--- src/rtl/div_seq_pkg.sv ---
package div_seq_pkg;

    typedef enum logic [2:0] {
        DV1 = 3'd0,
        DV2 = 3'd1,
        DV4 = 3'd2,
        DV6 = 3'd3,
        DV8 = 3'd4
    } ratio_e;

    typedef enum logic [2:0] {
        S_IDLE,
        S_PLAN,
        S_REFA,
        S_DRAIN,
        S_WR,
        S_LOCK,
        S_REFB
    } seq_state_e;

    localparam logic [2:0] MAX_INDEX = 3'd4;

    function automatic logic [2:0] code_of(ratio_e r);
        case (r)
            DV1:     return 3'b000;
            DV2:     return 3'b001;
            DV4:     return 3'b011;
            DV6:     return 3'b010;
            DV8:     return 3'b100;
            default: return 3'b000;
        endcase
    endfunction

    function automatic ratio_e ratio_from_code(logic [2:0] c);
        case (c)
            3'b001:  return DV2;
            3'b011:  return DV4;
            3'b010:  return DV6;
            3'b100:  return DV8;
            default: return DV1;
        endcase
    endfunction

    function automatic int divisor_of(ratio_e r);
        case (r)
            DV1:     return 1;
            DV2:     return 2;
            DV4:     return 4;
            DV6:     return 6;
            DV8:     return 8;
            default: return 1;
        endcase
    endfunction

    function automatic int refr_of(ratio_e r, int base);
        case (r)
            DV1:     return base;
            DV2:     return base / 2;
            DV4:     return base / 4;
            DV6:     return base / 6;
            DV8:     return base / 8;
            default: return base;
        endcase
    endfunction

endpackage

--- src/rtl/div_seq_hop.sv ---
module div_seq_hop
    import div_seq_pkg::*;
(
    input  ratio_e cur,
    input  ratio_e tgt,
    output ratio_e hop,
    output logic   slow,
    output logic   first_step
);
    always_comb begin
        if (cur == DV1 && tgt > DV2)
            hop = DV2;
        else if (cur > DV2 && tgt == DV1)
            hop = DV2;
        else
            hop = tgt;
        slow       = (hop > cur);
        first_step = (cur == DV1) && (hop == DV2);
    end
endmodule

--- src/rtl/div_seq_timer.sv ---
module div_seq_timer #(
    parameter int CNT_W = 16
) (
    input  logic             clk,
    input  logic             rst,
    input  logic             load,
    input  logic [CNT_W-1:0] load_val,
    output logic             expired
);
    logic [CNT_W-1:0] cnt_q;

    always_ff @(posedge clk) begin
        if (rst)
            cnt_q <= '0;
        else if (load)
            cnt_q <= load_val;
        else if (cnt_q != '0)
            cnt_q <= cnt_q - 1'b1;
    end

    assign expired = (cnt_q == '0);
endmodule

--- src/rtl/div_seq_top.sv ---
module div_seq_top
    import div_seq_pkg::*;
#(
    parameter int MODE_W       = 16,
    parameter int REFR_W       = 7,
    parameter int LOCK_CYC     = 16,
    parameter int CLKS_PER_CNT = 64,
    parameter int REFR_BASE    = 12,
    parameter int CNT_W        = 16
) (
    input  logic              clk,
    input  logic              rst,
    input  logic              req_valid,
    input  logic [2:0]        req_index,
    output logic              req_ack,
    output logic              req_err,
    input  logic [MODE_W-1:0] cur_mode,
    input  logic              self_refresh,
    output logic              mode_wr,
    output logic [MODE_W-1:0] mode_wdata,
    output logic              refr_wr,
    output logic [REFR_W-1:0] refr_val,
    output logic              busy
);
    localparam int HI_W = MODE_W - 3;
    localparam logic [CNT_W-1:0] LOCK_LOAD = CNT_W'(LOCK_CYC - 1);

    seq_state_e      st_q;
    ratio_e          cur_q, tgt_q, hop_q;
    logic            slow_q, drain_q;
    logic [HI_W-1:0] hi_q;

    ratio_e          hop_c;
    logic            slow_c, first_c;
    logic            tmr_load, tmr_done;
    logic [CNT_W-1:0] tmr_val, drain_len;
    logic            idle, idx_ok;

    div_seq_hop u_hop (
        .cur        (cur_q),
        .tgt        (tgt_q),
        .hop        (hop_c),
        .slow       (slow_c),
        .first_step (first_c)
    );

    div_seq_timer #(.CNT_W(CNT_W)) u_tmr (
        .clk      (clk),
        .rst      (rst),
        .load     (tmr_load),
        .load_val (tmr_val),
        .expired  (tmr_done)
    );

    assign idle    = (st_q == S_IDLE);
    assign idx_ok  = (req_index <= MAX_INDEX);
    assign req_ack = idle && req_valid && idx_ok;
    assign req_err = idle && req_valid && !idx_ok;
    assign busy    = !idle;

    assign drain_len = CNT_W'(CLKS_PER_CNT
                       * (refr_of(cur_q, REFR_BASE) + refr_of(hop_q, REFR_BASE))
                       * divisor_of(cur_q) - 1);

    assign tmr_load = (st_q == S_WR) || (st_q == S_REFA && drain_q);
    assign tmr_val  = (st_q == S_WR) ? LOCK_LOAD : drain_len;

    assign mode_wr    = (st_q == S_WR);
    assign mode_wdata = {hi_q, code_of(hop_q)};
    assign refr_wr    = (st_q == S_REFA) || (st_q == S_REFB);
    assign refr_val   = REFR_W'(refr_of(hop_q, REFR_BASE));

    always_ff @(posedge clk) begin
        if (rst) begin
            st_q    <= S_IDLE;
            cur_q   <= DV1;
            tgt_q   <= DV1;
            hop_q   <= DV1;
            slow_q  <= 1'b0;
            drain_q <= 1'b0;
            hi_q    <= '0;
        end else begin
            case (st_q)
                S_IDLE: begin
                    if (req_ack) begin
                        cur_q <= ratio_from_code(cur_mode[2:0]);
                        tgt_q <= ratio_e'(req_index);
                        hi_q  <= cur_mode[MODE_W-1:3];
                        st_q  <= S_PLAN;
                    end
                end
                S_PLAN: begin
                    if (cur_q == tgt_q) begin
                        st_q <= S_IDLE;
                    end else begin
                        hop_q   <= hop_c;
                        slow_q  <= slow_c;
                        drain_q <= first_c && !self_refresh;
                        st_q    <= slow_c ? S_REFA : S_WR;
                    end
                end
                S_REFA:  st_q <= drain_q ? S_DRAIN : S_WR;
                S_DRAIN: if (tmr_done) st_q <= S_WR;
                S_WR:    st_q <= S_LOCK;
                S_LOCK: begin
                    if (tmr_done) begin
                        cur_q <= hop_q;
                        st_q  <= slow_q ? S_PLAN : S_REFB;
                    end
                end
                S_REFB:  st_q <= S_PLAN;
                default: st_q <= S_IDLE;
            endcase
        end
    end
endmodule

--- config.mk ---
export PLATFORM = sky130hd
export DESIGN_NAME = div_seq_top
export DESIGN_NICKNAME = d
export VERILOG_FILES = /design/src/rtl/div_seq_pkg.sv /design/src/rtl/div_seq_hop.sv /design/src/rtl/div_seq_timer.sv /design/src/rtl/div_seq_top.sv
export SDC_FILE = /design/constraint.sdc
export NUM_CORES = 1
export LEC_CHECK = 0
export BUFFER_PORTS_ARGS = -buffer_cell sky130_fd_sc_hd__clkbuf_2
export CORE_MARGIN = 4
export CORE_UTILIZATION = 30
export CTS_BUF_LIST = sky130_fd_sc_hd__clkbuf_16
export CTS_CLUSTER_SIZE = 30
export DETAILED_ROUTE_END_ITERATION = 6
export GPL_ROUTABILITY_DRIVEN = 0
export PLACE_DENSITY = 0.57
export SYNTH_ARGS = -nofsm -noshare
export SYNTH_HDL_FRONTEND = slang
export SYNTH_SLANG_ARGS = --single-unit
--- constraint.sdc ---
create_clock -name clk -period 8.11 [get_ports clk]
set_input_delay 0.811 -clock clk [delete_from_list [all_inputs] [get_ports clk]]
set_output_delay 0.811 -clock clk [all_outputs]
set_load 0.02 [all_outputs]
== After elaboration in Yosys (flattened, before gate mapping) ==
Cells that the tools add are included.

* Eq/ne operators: 23
* Reductions and logical operators: 24
* Multiplexer cells: 21
* Bitwise gates (word level): 1
* Add/sub/neg operators: 3
* Magnitude comparators: 4
* $mul: 1

{| class="wikitable"
|+ Operators with widths
! operator !! number
|-
| $mux 16 || 3
|-
| $pmux 4 s4 || 3
|-
| $mux 3 || 11
|-
| $add 26x26->26 || 1
|-
| $mul 26x5->10 || 1
|-
| $eq 3x2->1 const B || 8
|-
| $pmux 3 s4 || 2
|-
| $pmux 3 s7 || 1
|-
| $eq 3x3->1 const B || 6
|-
| $logic_not 16->1 || 1
|-
| $reduce_bool 16->1 || 1
|-
| $sub 16x1->16 const B || 1
|-
| $sub 16x2->16 const B || 1
|-
| $eq 3x1->1 const B || 5
|-
| $logic_not 3->1 || 3
|-
| $logic_and 1x1->1 || 8
|-
| $gt 3x1->1 const B || 2
|-
| $ne 2x2->1 const B || 3
|-
| $pmux 3 s2 || 1
|-
| $reduce_and 3->1 || 2
|-
| $reduce_and 2->1 || 2
|-
| $reduce_bool 2->1 || 2
|-
| $eq 3x3->1 || 1
|-
| $gt 3x3->1 || 1
|-
| 4 further kinds || 7
|}

* Logic and storage cells: 85
* Output and inout bits: 28
* Register bits after elaboration: 43

== Depth between registers and ports, before layout ==
* Word-level depth: 8
* Gate-level depth with buffers: 22
* Depth with buffers taken out: 21

== Cells and area by module ==
From an unflattened synthesis, not the netlist that was laid out.

* Cells, all modules: 438
* Area, all modules: 3415.8 um2

{| class="wikitable"
|+ Modules (own cells, without submodules)
! module !! times used !! cells an instance !! sequential area each (um2) !! area each (um2)
|-
| div_seq_top || 1 || 308 || 540.5 || 2386.0
|-
| div_seq_timer || 1 || 112 || 320.3 || 902.1
|-
| div_seq_hop || 1 || 18 || 0.0 || 127.6
|}

== Worst setup path before layout ==
No wires, ideal clock.

* Path kind: register -> register
* From: reg hop_q[0]
* To: reg u_tmr.cnt_q[15]
* Setup time: 0.123 ns
* Buffers on the path: 0
* Arrival: 4.634 ns
* Stages on the path, launching flop included: 19
* Path slack: 3.353 ns
* Clock period less this slack: 4.757 ns
* Cell sequence: dfxtp_1 nor2_1 and2_1 nor2_1 ha_1 xnor2_1 nor2_1 ha_1 inv_1 fa_1 fa_1 inv_1 ha_1 or2_2 a21oi_1 o22ai_1 nor4_2 xnor2_1 o22ai_1

* Longest elaborated chain between the ends: 7

{| class="wikitable"
|+ Ends and longest elaborated chain
! item !! RTL line !! text
|-
| start, declared || div_seq_top.sv:29 || <nowiki>ratio_e cur_q, tgt_q, hop_q;</nowiki>
|-
| start signal, assigned || div_seq_top.sv:96 || <nowiki>hop_q <= hop_c;</nowiki>
|-
| $eq 3x3->1, or another cell as far along || - ||
|-
| $pmux 4 s4 * || - ||
|-
| named net refr_val[2] || div_seq_top.sv:22 || <nowiki>output logic [REFR_W-1:0] refr_val,</nowiki>
|-
| $add 26x26->26 * || div_seq_top.sv:62 || <nowiki>* (refr_of(cur_q, REFR_BASE) + refr_of(hop_q, REFR_BASE))</nowiki>
|-
| $mul 26x5->10 * || div_seq_top.sv:63 || <nowiki>* divisor_of(cur_q) - 1);</nowiki>
|-
| $sub 16x2->16 * || div_seq_top.sv:63 ||
|-
| $mux 16 * || div_seq_top.sv:66 || <nowiki>assign tmr_val = (st_q == S_WR) ? LOCK_LOAD : drain_len;</nowiki>
|-
| $mux 16 * || div_seq_timer.sv:15 || <nowiki>else if (load)</nowiki>
|-
| end signal, assigned || div_seq_timer.sv:16 || <nowiki>cnt_q <= load_val;</nowiki>
|-
| end signal, assigned || div_seq_timer.sv:18 || <nowiki>cnt_q <= cnt_q - 1'b1;</nowiki>
|-
| end, declared || div_seq_timer.sv:10 || <nowiki>logic [CNT_W-1:0] cnt_q;</nowiki>
|}

Mark *: on every way through the listed nets, which the timed path passes. The rest lies on a longest branch.
A chain may end at the register's enable or synchronous reset.

== Worst setup path after layout ==
* From: reg cur_q[0]
* To: reg u_tmr.cnt_q[15]

* Longest elaborated chain between the ends: 7

{| class="wikitable"
|+ Ends and longest elaborated chain
! item !! RTL line !! text
|-
| start, declared || div_seq_top.sv:29 ||
|-
| start signal, assigned || div_seq_top.sv:86 || <nowiki>cur_q <= ratio_from_code(cur_mode[2:0]);</nowiki>
|-
| start signal, assigned || div_seq_top.sv:107 || <nowiki>cur_q <= hop_q;</nowiki>
|-
| $eq 3x3->1, or another cell as far along || div_seq_pkg.sv:45, div_seq_pkg.sv:56 ||
|-
| $pmux 4 s4 || div_seq_pkg.sv:56 || <nowiki>case (r)</nowiki>
|-
| $add 26x26->26 || div_seq_top.sv:62 ||
|-
| $mul 26x5->10 * || div_seq_top.sv:63 ||
|-
| $sub 16x2->16 * || div_seq_top.sv:63 ||
|-
| $mux 16 * || div_seq_top.sv:66 ||
|-
| $mux 16 * || div_seq_timer.sv:15 ||
|}

Mark *: on every way between the ends. The rest lies on a longest branch, timed or not.

==> results.ini <==
[timing]
tightestPinTransition_ns = 0.8010
post-route-period-util = 0.6205
clock_skew_ns = 0.007052
tns_ns = 0
fin_crit_ns = 5.032
max-slew-margin-rel = 0.4660
max_freq_ghz = 0.1987
setup_viol = 0
finalHoldViolations = 0
slew_viol_final = 0
rsz0062_at_grt = false
worst_slack_ns = 3.078

[setup_path]
crit_slowest_cell = fa_1
cp-startpoint = cur_q[0]$_SDFFE_PP0P_
cp-start-kind = flip-flop
critPathTopFamily = adder cells
r2r-start = cur_q[0]$_SDFFE_PP0P_
critical_path_class = flip-flop to flip-flop
critPathMaxFanout = 9
critical_path_required_ns = 8.28
crit_buf_inv = 2
slowest_delay_ns = 0.54
crit_arrival_ns = 5.20
cp-end-kind = flip-flop
critical_path.cell_chain = nor2_1, a21oi_1, nor2_1, ha_1, fa_1, xnor2_1, nor2_1, ha_1, inv_1, fa_1, fa_1, inv_1, ha_1, a211oi_1, nor2_1, a311oi_1, nor4_2, xnor2_1, o22ai_1
cpMostUsedCell = nor2_1

[clock_tree]
clk_latency_ns = 0.29
root_buffer = clkbuf_16
cts_buffers = 5
cts_tree = yes
ctsResizeCount = 0
clock-sinks = 43
post_cts_buffers = 0
clk_path_buf_depth = 2
clkSlewWorstSetupHoldPaths_ns = 0.06
ctsHtreeMaxLevel = 2
postCtsHoldBufs = 0

[min_path]
min-delay-path-class = flip-flop to flip-flop
hold_start = hi_q[0]$_SDFFE_PP0P_

[logic_synthesis]
synth_top_area_cell = dfxtp_1
synth_top_family_by_area = simple AND/OR/NAND/NOR gates
ys_top_cells_by_area = dfxtp_1 26%, ha_1 11%, nor2_1 6.8%
synth-xor-area-share = 0.07572
yosys.area.top_type_share = 0.2566
synth_edf_count = 0
yosysMostFrequentCell = nor2_1
synth-seq-cells = 43
yosysUniqueCellTypes = 63
synthMuxAreaShare = 0.01492
synth_cells = 419
syn_area_mm2 = 0.003354
yosys-top-cells-count = 61 x nor2_1, 43 x dfxtp_1, 42 x nand2_1
synth_compound_area_frac = 0.1764
yosys.area_share.simple = 0.2712
async_flop_share = 0
synthFlopType = dfxtp_1
seq_area_frac_synth = 0.2566
syn_area_per_cell_um2 = 8.006
synth_fa_ha_area_frac = 0.1499
yosys_warnings = 0

[routing]
drt_iter0_markers = 111
route.detailed.drc = 0
num_vias = 2893
vias_per_cell = 4.838
drt-pass1-iter-count = 4
wl_um = 7460
wl_per_cell_um = 12.47
antenna_left = 0

[job]
cap_violations = 0

[pwr]
worst_ir_drop_vdd_v = 0.0001250
leakage_nw = 1.747
p_per_area_mw_per_mm2 = 394.6

[global_route]
grt_pass1_vias = 2802
grt_pass1_wl_um = 12640
grt-ovfl-total = 0
antenna_found_initial = 0
grt_max_degree = 39
track_usage = 0.1160

[outcome]
status = finished clean

[layout]
antennaDiodeCount = 0
nets = 516
syn_to_final_growth_pct = 14.14
drive_gt1_frac = 0.1703
fillerInstances = 1126

[place]
dp_hpwl_um = 5983
place_ws_ns = 3.087
io_buffers = 47

[die]
die_w_um = 113.7
fp-row-count = 38
fp.dieH_um = 113.7
coreArea_mm2 = 0.01089
dieArea_mm2 = 0.01294
start_util = 0.3081
io_pins = 51

[cell usage in the layout (no fill, tap or decap), drive strengths merged, types with 2 or more instances in the layout]
cell type	synthesis	final
a211o	2	2
a211oi	8	8
a21o	3	3
a21oi	32	32
a221oi	2	2
a2bb2oi	2	2
and2	11	11
and3	4	4
clkbuf	7	52
conb	1	3
dfxtp	43	43
fa	7	7
ha	29	29
inv	23	25
mux2i	5	5
nand2	42	42
nand2b	3	3
nand3	4	4
nand3b	3	3
nand4	2	2
nor2	61	61
nor2b	10	10
nor3	12	12
nor3b	4	4
nor4	3	3
o211ai	2	2
o21a	2	2
o21ai	17	17
o21bai	3	3
o22a	2	2
o22ai	5	5
or2	5	5
or3	3	3
or4	3	3
xnor2	13	13
xor2	16	16
[per-layer routing]
| metal | vias to the layer above | wire length (µm) | GRT usage |
|---|---|---|---|
| met5 | - | 0 | 0 |
| met4 | 0 | 50 | 0.02324 |
| met3 | 7 | 244 | 0.02228 |
| met2 | 49 | 3528 | 0.1912 |
| met1 | 1312 | 3638 | 0.1585 |
| li1 | 1525 | - | - |
[logic make-up (layout without fill, tap and decap cells)]
logic type | Yosys count | in the layout
AO/OA/AOI/OAI | 91 | 91
XOR/XNOR | 29 | 29
adder cells (fa/ha/maj) | 36 | 36
buffers and inverters | 41 | 78
flip-flops | 43 | 43
multiplexers | 5 | 5
other | 1 | 3
AND/OR/NAND/NOR | 173 | 173
[path summary, 6_finish.rpt]
path / end / slack [ns] / depth (start not counted)
max: u_tmr.cnt_q[15]$_SDFFE_PP0P_ / 3.08 / 19
min: hi_q[0]$_SDFFE_PP0P_ / 0.46 / 2
max reg2reg: u_tmr.cnt_q[15]$_SDFFE_PP0P_ / 3.08 / 19
min reg2reg: hi_q[0]$_SDFFE_PP0P_ / 0.46 / 2
[state kept, by name (all words and copies together) (netlist names)]
register     flops
u_tmr.cnt_q     16
hi_q            13
hop_q            3
drain_q          1
st_q             3
slow_q           1
tgt_q            3
cur_q            3
[final cells by class]
type                       instances  area, µm²  area share
sequential                        43      860.8      0.2248
multi-input combinational        337       2320      0.6059
clock buffer                       5      125.1     0.03268
timing repair buffer              47      235.2     0.06144
clock inverter                     3      26.28    0.006863
tap                              140      175.2     0.04575
inverter                          23      86.33     0.02255
[through the flow]
step / utilization / power [W] / instance area [µm²] / hold WS [ns] / std cells
3_3_place_gp: 0.3377 / 0.001299 / 3677 / 0.4427 / 590
6_report: 0.3516 / 0.001511 / 3829 / 0.4554 / 598
4_1_cts: 0.3516 / 0.001532 / 3829 / 0.4602 / 598
3_5_place_dp: 0.3377 / 0.001315 / 3677 / 0.4505 / 590
5_1_grt: 0.3516 / 0.001676 / 3829 / 0.4805 / 598
2_1_floorplan: - / 0.001126 / 3362 / 0.4763 / 421
[power breakdown]
part | total [W] | internal (W) | switching, W
Clock | 0.000206 | 0.000117 | 0.0000890
Sequential | 0.000329 | 0.000262 | 0.0000673
Combinational | 0.000976 | 0.000431 | 0.000546
Total | 0.00151 | 0.000809 | 0.000702
[tightest hold or removal path, cell delays in order (launching register included)]
cell and delay, ns:
dfxtp_1 0.31, nand2_1 0.05, a21oi_1 0.05
No activity file was read; power rests on OpenSTA's default activity.
